<file path="config.mk">
export PLATFORM = sky130hd
export DESIGN_NAME = pinirq_ctrl
export DESIGN_NICKNAME = d
export VERILOG_FILES = /design/src/rtl/pinirq_pkg.sv /design/src/rtl/pinirq_sync.sv /design/src/rtl/pinirq_edge.sv /design/src/rtl/pinirq_regs.sv /design/src/rtl/pinirq_ctrl.sv
export SDC_FILE = /design/constraint.sdc
export NUM_CORES = 1
export LEC_CHECK = 0
export BUFFER_PORTS_ARGS = -buffer_cell sky130_fd_sc_hd__buf_2
export CORE_MARGIN = 2
export CORE_UTILIZATION = 49
export DETAILED_ROUTE_END_ITERATION = 8
export PLACE_DENSITY = 0.74
export SLEW_MARGIN = 20
export SYNTH_ARGS = -nofsm -noshare
export SYNTH_HDL_FRONTEND = slang
export SYNTH_SLANG_ARGS = --single-unit
</file>
<file path="constraint.sdc">
create_clock -name clk -period 1.44 [get_ports clk]
set_input_delay 0.288 -clock clk [delete_from_list [all_inputs] [get_ports clk]]
set_output_delay 0.288 -clock clk [all_outputs]
set_load 0.02 [all_outputs]
</file>
<file path="src/rtl/pinirq_pkg.sv">
package pinirq_pkg;

    localparam int unsigned PIN_CNT  = 4;
    localparam int unsigned DATA_W   = 8;
    localparam int unsigned ADDR_W   = 2;

    localparam int unsigned CTL_MASK_BIT = 0;
    localparam int unsigned CTL_ACK_BIT  = 1;
    localparam int unsigned CTL_FLAG_BIT = 2;

    typedef enum logic [ADDR_W-1:0] {
        ADR_CTRL   = 2'd0,
        ADR_ENABLE = 2'd1,
        ADR_POLAR  = 2'd2,
        ADR_PULL   = 2'd3
    } reg_addr_e;

    typedef struct packed {
        logic               mask;
        logic               flag;
        logic [PIN_CNT-1:0] pin_en;
        logic [PIN_CNT-1:0] polar;
        logic [PIN_CNT-1:0] pull;
    } regs_t;

    typedef struct packed {
        logic [PIN_CNT-1:0] stage1;
        logic [PIN_CNT-1:0] stage2;
    } sync_t;

endpackage

</file>
<file path="src/rtl/pinirq_sync.sv">
module pinirq_sync #(
    parameter int unsigned N = pinirq_pkg::PIN_CNT
) (
    input  logic         clk,
    input  logic         rst_n,
    input  logic [N-1:0] pin_async,
    output logic [N-1:0] pin_sync
);
    logic [N-1:0] s1_d, s1_q, s2_d, s2_q;

    // one two-stage chain per pin
    for (genvar i = 0; i < N; i++) begin : g_chain
        always_comb begin
            s1_d[i] = pin_async[i];
            s2_d[i] = s1_q[i];
        end

        always_ff @(posedge clk or negedge rst_n) begin
            if (!rst_n) begin
                s1_q[i] <= 1'b0;
                s2_q[i] <= 1'b0;
            end else begin
                s1_q[i] <= s1_d[i];
                s2_q[i] <= s2_d[i];
            end
        end
    end

    assign pin_sync = s2_q;

endmodule

</file>
<file path="src/rtl/pinirq_edge.sv">
module pinirq_edge #(
    parameter int unsigned N = pinirq_pkg::PIN_CNT
) (
    input  logic         clk,
    input  logic         rst_n,
    input  logic [N-1:0] pin_sync,
    input  logic [N-1:0] pin_en,
    input  logic [N-1:0] polar,
    output logic [N-1:0] edge_vec,
    output logic         edge_any
);
    logic [N-1:0] act_now;
    logic [N-1:0] act_d, act_q;

    // active level folds in enable and polarity, so enabling a pin or
    // flipping its polarity while it sits at the new active level is an edge
    for (genvar i = 0; i < N; i++) begin : g_pin
        always_comb begin
            act_now[i]  = pin_en[i] & ~(pin_sync[i] ^ polar[i]);
            edge_vec[i] = act_now[i] & ~act_q[i];
        end
    end

    always_comb begin
        act_d    = act_now;
        edge_any = |edge_vec;
    end

    always_ff @(posedge clk or negedge rst_n) begin
        if (!rst_n) act_q <= '0;
        else        act_q <= act_d;
    end

endmodule

</file>
<file path="src/rtl/pinirq_regs.sv">
module pinirq_regs
    import pinirq_pkg::*;
#(
    parameter int unsigned N  = PIN_CNT,
    parameter int unsigned DW = DATA_W,
    parameter int unsigned AW = ADDR_W
) (
    input  logic          clk,
    input  logic          rst_n,
    input  logic [AW-1:0] addr,
    input  logic          wr,
    input  logic [DW-1:0] wdata,
    input  logic          edge_any,
    output logic [DW-1:0] rdata,
    output logic          ack_wr,
    output logic [N-1:0]  pin_en,
    output logic [N-1:0]  polar,
    output logic [N-1:0]  pull,
    output logic          mask,
    output logic          flag,
    output logic          irq
);
    localparam int unsigned PAD_W = DW - N;

    regs_t r_d, r_q;
    logic  sel_ctrl, sel_en, sel_pol, sel_pull;
    logic  unused_hi;

    assign unused_hi = ^wdata[DW-1:N];

    always_comb begin
        sel_ctrl = (addr == ADR_CTRL);
        sel_en   = (addr == ADR_ENABLE);
        sel_pol  = (addr == ADR_POLAR);
        sel_pull = (addr == ADR_PULL);
        ack_wr   = wr & sel_ctrl & wdata[CTL_ACK_BIT];

        r_d = r_q;
        if (wr && sel_ctrl) r_d.mask   = wdata[CTL_MASK_BIT];
        if (wr && sel_en)   r_d.pin_en = wdata[N-1:0];
        if (wr && sel_pol)  r_d.polar  = wdata[N-1:0];
        if (wr && sel_pull) r_d.pull   = wdata[N-1:0];

        // detection outranks acknowledge
        if (edge_any)    r_d.flag = 1'b1;
        else if (ack_wr) r_d.flag = 1'b0;

        rdata = '0;
        unique case (addr)
            ADR_CTRL: begin
                rdata[CTL_MASK_BIT] = r_q.mask;
                rdata[CTL_FLAG_BIT] = r_q.flag;
            end
            ADR_ENABLE: rdata = {{PAD_W{1'b0}}, r_q.pin_en};
            ADR_POLAR:  rdata = {{PAD_W{1'b0}}, r_q.polar};
            ADR_PULL:   rdata = {{PAD_W{1'b0}}, r_q.pull};
            default:    rdata = '0;
        endcase
    end

    always_ff @(posedge clk or negedge rst_n) begin
        if (!rst_n) r_q <= '0;
        else        r_q <= r_d;
    end

    assign pin_en = r_q.pin_en;
    assign polar  = r_q.polar;
    assign pull   = r_q.pull;
    assign mask   = r_q.mask;
    assign flag   = r_q.flag;
    assign irq    = r_q.flag & r_q.mask;

endmodule

</file>
<file path="src/rtl/pinirq_ctrl.sv">
module pinirq_ctrl
    import pinirq_pkg::*;
#(
    parameter int unsigned N  = PIN_CNT,
    parameter int unsigned DW = DATA_W,
    parameter int unsigned AW = ADDR_W
) (
    input  logic          clk,
    input  logic          rst_n,
    input  logic [N-1:0]  pin_in,
    input  logic [AW-1:0] reg_addr,
    input  logic          reg_wr,
    input  logic [DW-1:0] reg_wdata,
    output logic [DW-1:0] reg_rdata,
    output logic          irq_req,
    output logic [N-1:0]  pull_en,
    output logic [N-1:0]  pull_down
);
    logic [N-1:0] pin_s;
    logic [N-1:0] en_w, pol_w, pull_w, edge_vec_w;
    logic         edge_any_w, ack_wr_w, mask_w, flag_w;

    pinirq_sync #(.N(N)) u_sync (
        .clk      (clk),
        .rst_n    (rst_n),
        .pin_async(pin_in),
        .pin_sync (pin_s)
    );

    pinirq_edge #(.N(N)) u_edge (
        .clk     (clk),
        .rst_n   (rst_n),
        .pin_sync(pin_s),
        .pin_en  (en_w),
        .polar   (pol_w),
        .edge_vec(edge_vec_w),
        .edge_any(edge_any_w)
    );

    pinirq_regs #(.N(N), .DW(DW), .AW(AW)) u_regs (
        .clk     (clk),
        .rst_n   (rst_n),
        .addr    (reg_addr),
        .wr      (reg_wr),
        .wdata   (reg_wdata),
        .edge_any(edge_any_w),
        .rdata   (reg_rdata),
        .ack_wr  (ack_wr_w),
        .pin_en  (en_w),
        .polar   (pol_w),
        .pull    (pull_w),
        .mask    (mask_w),
        .flag    (flag_w),
        .irq     (irq_req)
    );

    logic unused_vec;
    assign unused_vec = ^edge_vec_w;

    assign pull_en   = pull_w;
    assign pull_down = pull_w & pol_w;

endmodule

</file>
---- After elaboration in Yosys (flattened, before gate mapping) ----
Index checks and enable logic that the tools add are counted.
word-level totals
  register bits ........................... 26
  input port bits ......................... 17
  output and inout port bits .............. 17
  word-level logic and storage cells ...... 54
cells by class
  eq/ne operators ......................... 3
  mux-type cells .......................... 6
  bitwise gates (word level) .............. 24
  reductions and logical operators ........ 7
operator list
  operator                                       count
  bitwise AND 1 bit                              11
  NOT 1 bit                                      8
  case mux 1 bit (4 select lines)                2
  case mux 1 bit (3 select lines)                2
  bitwise AND 4 bit                              1
  == test 2 bit, second input constant           2
  logical AND 1 bit                              4
  OR reduction 4 bit                             1
  XOR 1 bit                                      4
  == test 2 x 1 -> 1 bit, second input constant  1
  logical NOT 2 bit                              1
  two-way mux 1 bit                              2
  nonzero test 2 bit                             1

---- Longest topological paths before layout ----
Gate-level depths: netlist of run 1.
  word-level depth ........................ 6
  mapped depth ............................ 4
  depth with buffers taken out ............ 3

---- Modules after synthesis ----
From an unflattened synthesis of run 1, not the netlist that was laid out.
second synthesis, totals
  cell total of the unflattened synthesis .. 82
  area, all modules ....................... 1191.1 µm²
by module, submodules not included
  module       instances  cells each  area an instance (µm²)  seq. area each (µm²)
  pinirq_regs  1          49          752.0                   350.3
  pinirq_edge  1          21          214.0                   100.1
  pinirq_sync  1          8           200.2                   200.2
  pinirq_ctrl  1          4           25.0                    0.0

---- Least setup slack after synthesis of run 1 ----
No wires, ideal clock.
  path type ............................... input port to output port
  from .................................... input reg_addr[0]
  to ...................................... output reg_rdata[0]
  data arrival time ....................... 1.069 ns
  required time ........................... 1.152 ns
  slack ................................... 0.083 ns
  stages .................................. 2
  path buffers ............................ 1
  path through ............................ buf_6 -> mux4_1
between the ends
  longest elaborated chain between the ends .. 2
  elaborated cells on any way between the ends .. 5
  classes of those cells .................. 3 x eq/ne; 1 x mux; 1 x reduce/logical
RTL lines
  item                                         RTL line           text
  start: declaration                           pinirq_ctrl.sv:11  input logic [AW-1:0] reg_addr,
  == test 2 bit, or another cell as far along  pinirq_regs.sv:49  unique case (addr)
  case mux 1 bit (4 select lines) (*)          pinirq_regs.sv:49
  end: declaration                             pinirq_ctrl.sv:14  output logic [DW-1:0] reg_rdata,
Every way passes the cells marked *; elsewhere a longest branch is shown, timed or not.

---- Final worst setup path of run 1 ----
  from .................................... register u_regs.r_q, in the netlist u_regs.flag
  to ...................................... output reg_rdata[2]
between the ends
  longest elaborated chain between the ends .. 1
RTL lines
  item                             RTL line           text
  start: declaration               pinirq_regs.sv:25  regs_t r_d, r_q;
  start signal: assignment         pinirq_regs.sv:63  else r_q <= r_d;
  case mux 1 bit (4 select lines)  pinirq_regs.sv:49
No other way between the ends.

==> impl_metrics.tcl, run 1 <==
set metrics [dict create \
    syn-instance-count 79 \
    power.internal_mw 1.49 \
    yosysSeqAreaShare_pct 56.7 \
    combPwrFrac_pct 32.3 \
    clock-sinks 26 \
    fp.dieArea_mm2 0.00274 \
    via_count 739 \
    synth.most_common_cell "dfrtp_1" \
    grt_pass1_vias 698 \
    ys_ff_latch 26 \
    area_growth_pct 32.4 \
    grt_max_degree 27 \
    worstPathCellList "mux4_2, buf_6" \
    setup_slack_ns -0.218 \
    port_buffers 25 \
    grt_use_total_pct 16.7 \
    htree_num_levels 1 \
    hold_class "in -> reg" \
    powerDensity_mw_per_mm2 1350 \
    syn-cell-area_mm2 0.00115 \
    cpPeakStageDelay_ns 0.48 \
    first_pass_iters 4 \
    worstSetupStartpointType "flip-flop" \
    finalHoldViolCount 0 \
    utilization_pct 68.7 \
    clk_pin_slew_worst_paths_ns 0.14 \
    grt_pass1_wl_mm 3.22 \
    netlist_top_cells_count "dfrtp_1, mux2_1, and2_1" \
    ant_nets 0 \
    end_kind "output port" \
    drive_gt1_share_pct 45.8 \
    p_leak_nw 0.731 \
    fin_nets 138 \
    synth_top_area_cell "dfrtp_1" \
    die_h_um 52.4 \
    routabilityCongestion 0.760 \
    wl_per_cell_um 14.1 \
    setup-tns-final_ns -0.812 \
    dr.first_iter.drc_count 5 \
    boundaryPins 34 \
    ys_types 21 \
    clk_latency_ns 0.32 \
    rows 17 \
    ys_async_sr_fraction_pct 100 \
    ys_warn_count 0 \
    dieWidth_um 52.4 \
    tritoncts "yes" \
    slew_viol_final 0 \
    via_per_inst 4.99 \
    synth_edf_count 0 \
    outcome "finished with violations" \
    crit_type "reg -> out" \
    synth.avg_cell_area_um2 14.5 \
    cts_buffer_depth 2 \
    power.switching_uw 561 \
    num_antenna_cells 0 \
    tightest_slew_ns 0.563 \
    holdWs_ns 0.0553 \
    max_freq_mhz 603 \
    synth_top_area_share_pct 56.7 \
    synth_area_leaders "dfrtp_1, mux2_1, mux4_1" \
    cp.arrival_ns 1.37 \
    antenna_found_initial 0 \
    critPathSlowestCell "mux4_2" \
    drv_cap 0 \
    wl_mm 2.08 \
    finalCritPeriodShare_pct 115 \
    violations "negative setup slack" \
    core-area_mm2 0.00221 \
    fin_crit_ns 1.66 \
    path_max_fanout 2 \
    rsz0062_at_grt "true" \
    slew_headroom_pct 62.5 \
    numCtsBuffers 3 \
    final.setup_skew_ns 0.00666 \
    power_frac_seq_pct 43.5 \
    initial_core_util_pct 51.9 \
    sw_frac_of_total_pct 27.4 \
    grt_overflow_total 0 \
    dpl.hpwl_mm 1.30 \
    cp.required_ns 1.15 \
    synthFlopType "dfrtp_1" \
    fill_cells 164 \
    peakVddDrop_v 0.000744 \
    p_clk_share_pct 24.2 \
    cts-root-buf "clkbuf_4" \
    drc 0 \
    finalSetupViolCount 4 \
]
==> cells by family after synthesis <==
family | Yosys count | synth area share (%)
DFF | 26 | 56.7
and+or+nand+nor | 18 | 12.2
muxes | 17 | 19.3
buffers and inverters | 8 | 4.91
AOI/OAI and AO/OA | 5 | 3.49
xor gates and xnor gates | 4 | 3.05
other | 1 | 0.327
==> per-stage QoR <==
step                setup WS [ns]  power (mW)  instances  cell area [um2]
CTS                        -0.228        1.98        146             1450
global placement          -0.0902        1.34        131             1280
global route               -0.271        2.17        148             1520
detailed placement         -0.105        1.36        131             1280
finish                     -0.218        2.05        148             1520
floorplan                  0.0832        1.21         82             1160
==> state kept, by name (all words and copies together) (netlist names) <==
| signal | count |
|---|---|
| u_regs.polar | 4 |
| u_sync.s1_q | 4 |
| u_regs.flag | 1 |
| u_regs.mask | 1 |
| u_edge.act_q | 4 |
| u_regs.pin_en | 4 |
| u_regs.pull | 4 |
| u_sync.pin_sync | 4 |
==> critical path, delay by kind of cell, from the launching register on <==
family                 cells  cell delay, ns
muxes                      1            0.48
DFF                        1            0.42
buffers and inverters      1            0.15
==> repair_timing <==
| action | in CTS | in global routing |
|---|---|---|
| setup buffers | 10 | 4 |
| endpoints found under the setup margin | 5 | 9 |
| gates resized for setup | 14 | 17 |
| hold buffers | 1 | 0 |
| pin swaps | 2 | 2 |
| endpoints found under the hold margin | 26 | 0 |
==> placed cells by master (no fill, tap or decap), types with 2 or more instances in the layout <==
master,instances
nand3b_4,2
mux4_2,2
buf_4,9
conb_1,4
and2_4,4
nand2b_1,2
dfrtp_1,26
a22o_1,2
clkbuf_4,3
inv_1,2
and2_1,4
mux2_2,2
xnor2_1,4
nor2b_1,2
buf_2,16
mux2_1,12
buf_6,14
==> per-layer routing <==
metal  vias to the layer above  wire length (um)  track usage (%)
li1                        348                 -                -
met1                       363               969             22.0
met2                        23               967             26.7
met3                         5               105             2.57
met4                         0                42             8.97
met5                         -                 0                0
==> power groups by stage <==
stage / logic (mW) / clock network [mW] / registers (mW)
floorplan: 0.279 / 0 / 0.933
global placement: 0.426 / 0 / 0.917
detailed placement: 0.433 / 0 / 0.923
CTS: 0.586 / 0.510 / 0.887
global route: 0.713 / 0.551 / 0.904
finish: 0.662 / 0.496 / 0.892
==> cell type report <==
| type | instances | area [um2] | share of cell area (%) |
|---|---|---|---|
| inverters | 2 | 7.51 | 0.494 |
| well taps | 28 | 35.0 | 2.31 |
| flip-flops and latches | 26 | 651 | 42.8 |
| multi-input cells | 48 | 458 | 30.1 |
| clock inverters | 1 | 30.0 | 1.98 |
| repair buffers | 40 | 315 | 20.8 |
| clock buffers | 3 | 22.5 | 1.48 |
==> worst paths after layout <==
kind                                                end  cells past startpoint  slack [ns]                         from
hold reg to reg            u_sync.pin_sync[0]$_DFF_PN0_                      0        0.37     u_sync.s1_q[0]$_DFF_PN0_
min in group asynchronous      u_sync.s1_q[1]$_DFF_PN0_                      2        0.47                        rst_n
setup / recovery                           reg_rdata[2]                      2       -0.22      u_regs.flag$_DFFE_PN0P_
hold / removal                 u_sync.s1_q[3]$_DFF_PN0_                      1        0.06                    pin_in[3]
setup reg to reg                u_regs.flag$_DFFE_PN0P_                      5        0.19  u_regs.polar[0]$_DFFE_PN0P_
max in group asynchronous     u_edge.act_q[0]$_DFF_PN0_                      2        0.60                        rst_n
No activity file was read; power rests on OpenSTA's default activity.
==> run 2, diff against run 1 <==
--- a/config.mk
+++ b/config.mk
@@ -6,7 +6,7 @@
 export NUM_CORES = 1
 export LEC_CHECK = 0
 export BUFFER_PORTS_ARGS = -buffer_cell sky130_fd_sc_hd__buf_2
-export CORE_MARGIN = 2
+export CORE_MARGIN = 5
 export CORE_UTILIZATION = 49
 export DETAILED_ROUTE_END_ITERATION = 8
 export PLACE_DENSITY = 0.74
==> impl_metrics.tcl, run 2 (synthesis results as in run 1) <==
set metrics [dict create \
    utilization_pct 68.1 \
    rows 17 \
    violations "negative setup slack" \
    setup_slack_ns -0.211 \
    initial_core_util_pct 51.4 \
    tightest_slew_ns 0.561 \
    core-area_mm2 0.00223 \
    finalHoldViolCount 0 \
    reg2reg_depth 5 \
    cts-root-buf "clkbuf_4" \
    ant_nets 0 \
    place_ws_ns -0.124 \
    slew_headroom_pct 62.6 \
    final_cell_mix "dfrtp_1, buf_2, mux2_1, buf_6, buf_4" \
    cp.arrival_ns 1.36 \
    rsz0062_at_grt "true" \
    numCtsBuffers 3 \
    grt_max_degree 27 \
    finalCritPeriodShare_pct 115 \
    path_max_fanout 2 \
    fp.dieArea_mm2 0.00341 \
    holdWs_ns 0.0539 \
    clk_pin_slew_worst_paths_ns 0.15 \
    peakVddDrop_v 0.00111 \
    fin_crit_ns 1.65 \
    worstSetupStartpointType "flip-flop" \
    slew_viol_final 0 \
    htree_num_levels 1 \
    routabilityCongestion 0.743 \
    setup-tns-final_ns -0.894 \
    dpl.hpwl_mm 1.47 \
    min_path_cells 1 \
    fin_nets 139 \
    grt_use_total_pct 14.7 \
    final_common_cell "dfrtp_1" \
    end_kind "output port" \
    via_count 750 \
    drive_gt1_share_pct 47.1 \
    max_freq_mhz 606 \
    grt_pass1_wl_mm 3.73 \
    p_leak_nw 0.736 \
    via_per_inst 5.03 \
    first_pass_iters 4 \
    antenna_found_initial 0 \
    cp.required_ns 1.15 \
    outcome "finished with violations" \
    regToRegSetupSlack_ns 0.23 \
    area_growth_pct 32.6 \
    wl_mm 2.24 \
    whs_endpoint "u_sync.s1_q[1]$_DFF_PN0_" \
    die_h_um 58.4 \
    port_buffers 25 \
    tritoncts "yes" \
    finalSetupViolCount 5 \
    final.setup_skew_ns 0.0170 \
    drv_cap 0 \
    reg2reg_to "u_regs.flag$_DFFE_PN0P_" \
    wl_per_cell_um 15.0 \
    grt_overflow_total 0 \
    rr_startpoint "u_regs.polar[2]$_DFFE_PN0P_" \
    num_antenna_cells 0 \
    powerDensity_mw_per_mm2 1360 \
    boundaryPins 34 \
    clk_latency_ns 0.32 \
    dr.first_iter.drc_count 12 \
    drc 0 \
    grt_pass1_vias 803 \
    min-delay-start "pin_in[1]" \
    crit_type "reg -> out" \
    hold_class "in -> reg" \
    cts_buffer_depth 2 \
    clock-sinks 26 \
    dieWidth_um 58.4 \
]
## run 2: cell types whose count changed in the layout (fill, tap and decap cells not counted)
| cell | delta |
|---|---|
| and2_1 | -1 |
| and2_4 | +1 |
| buf_6 | -2 |
| buf_4 | +3 |
## run 2: how the worst max path moves through the flow
stage	start	end	slack (ns)	cells past startpoint
floorplan	reg_addr[0]	reg_rdata[0]	0.08	2
global placement	reg_addr[0]	reg_rdata[2]	-0.13	3
detailed placement	reg_addr[0]	reg_rdata[2]	-0.12	3
CTS	u_regs.polar[0]$_DFFE_PN0P_	reg_rdata[0]	-0.22	2
global route	u_regs.polar[1]$_DFFE_PN0P_	reg_rdata[1]	-0.27	3
finish	u_regs.flag$_DFFE_PN0P_	reg_rdata[2]	-0.21	2
## run 2: report_power, final
group / internal (mW) / switching (mW)
Clock: 0.282 / 0.211
Sequential: 0.836 / 0.0584
Combinational: 0.376 / 0.299
Total: 1.49 / 0.569
## run 2: timing repair
item	CTS	global route
pin swaps	2	1
hold buffers	1	0
setup buffers	12	3
endpoints found under the setup margin	5	9
hold endpoints to repair	26	0
resized for setup	15	14
## run 2: per-layer routing
| layer | track usage, % | up-vias | wire, um |
|---|---|---|---|
| met3 | 2.85 | 4 | 129 |
| met1 | 18.1 | 376 | 963 |
| li1 | - | 347 | - |
| met2 | 24.7 | 23 | 1100 |
| met5 | 0 | - | 0 |
| met4 | 6.95 | 0 | 45 |
## run 2: layout make-up
type | instances | area [um2]
clock buffer | 3 | 22.5
clock inverter | 1 | 30.0
fill | 170 | 712
inverter | 2 | 7.51
multi-input combinational | 48 | 460
sequential | 26 | 651
tap | 28 | 35.0
timing repair buffer | 41 | 315
## run 2: per-stage QoR
stage          cells  total power [mW]  cell area (um2)
2_1_floorplan     82              1.21             1160
3_3_place_gp     131              1.35             1280
3_5_place_dp     131              1.36             1280
4_1_cts          148              2.01             1470
5_1_grt          149              2.18             1520
6_report         149              2.06             1520
## run 2: worst max-delay path, cell delays in order (launching register included)
cell and delay [ns]:
dfrtp_1 0.41, mux4_2 0.48, buf_6 0.15
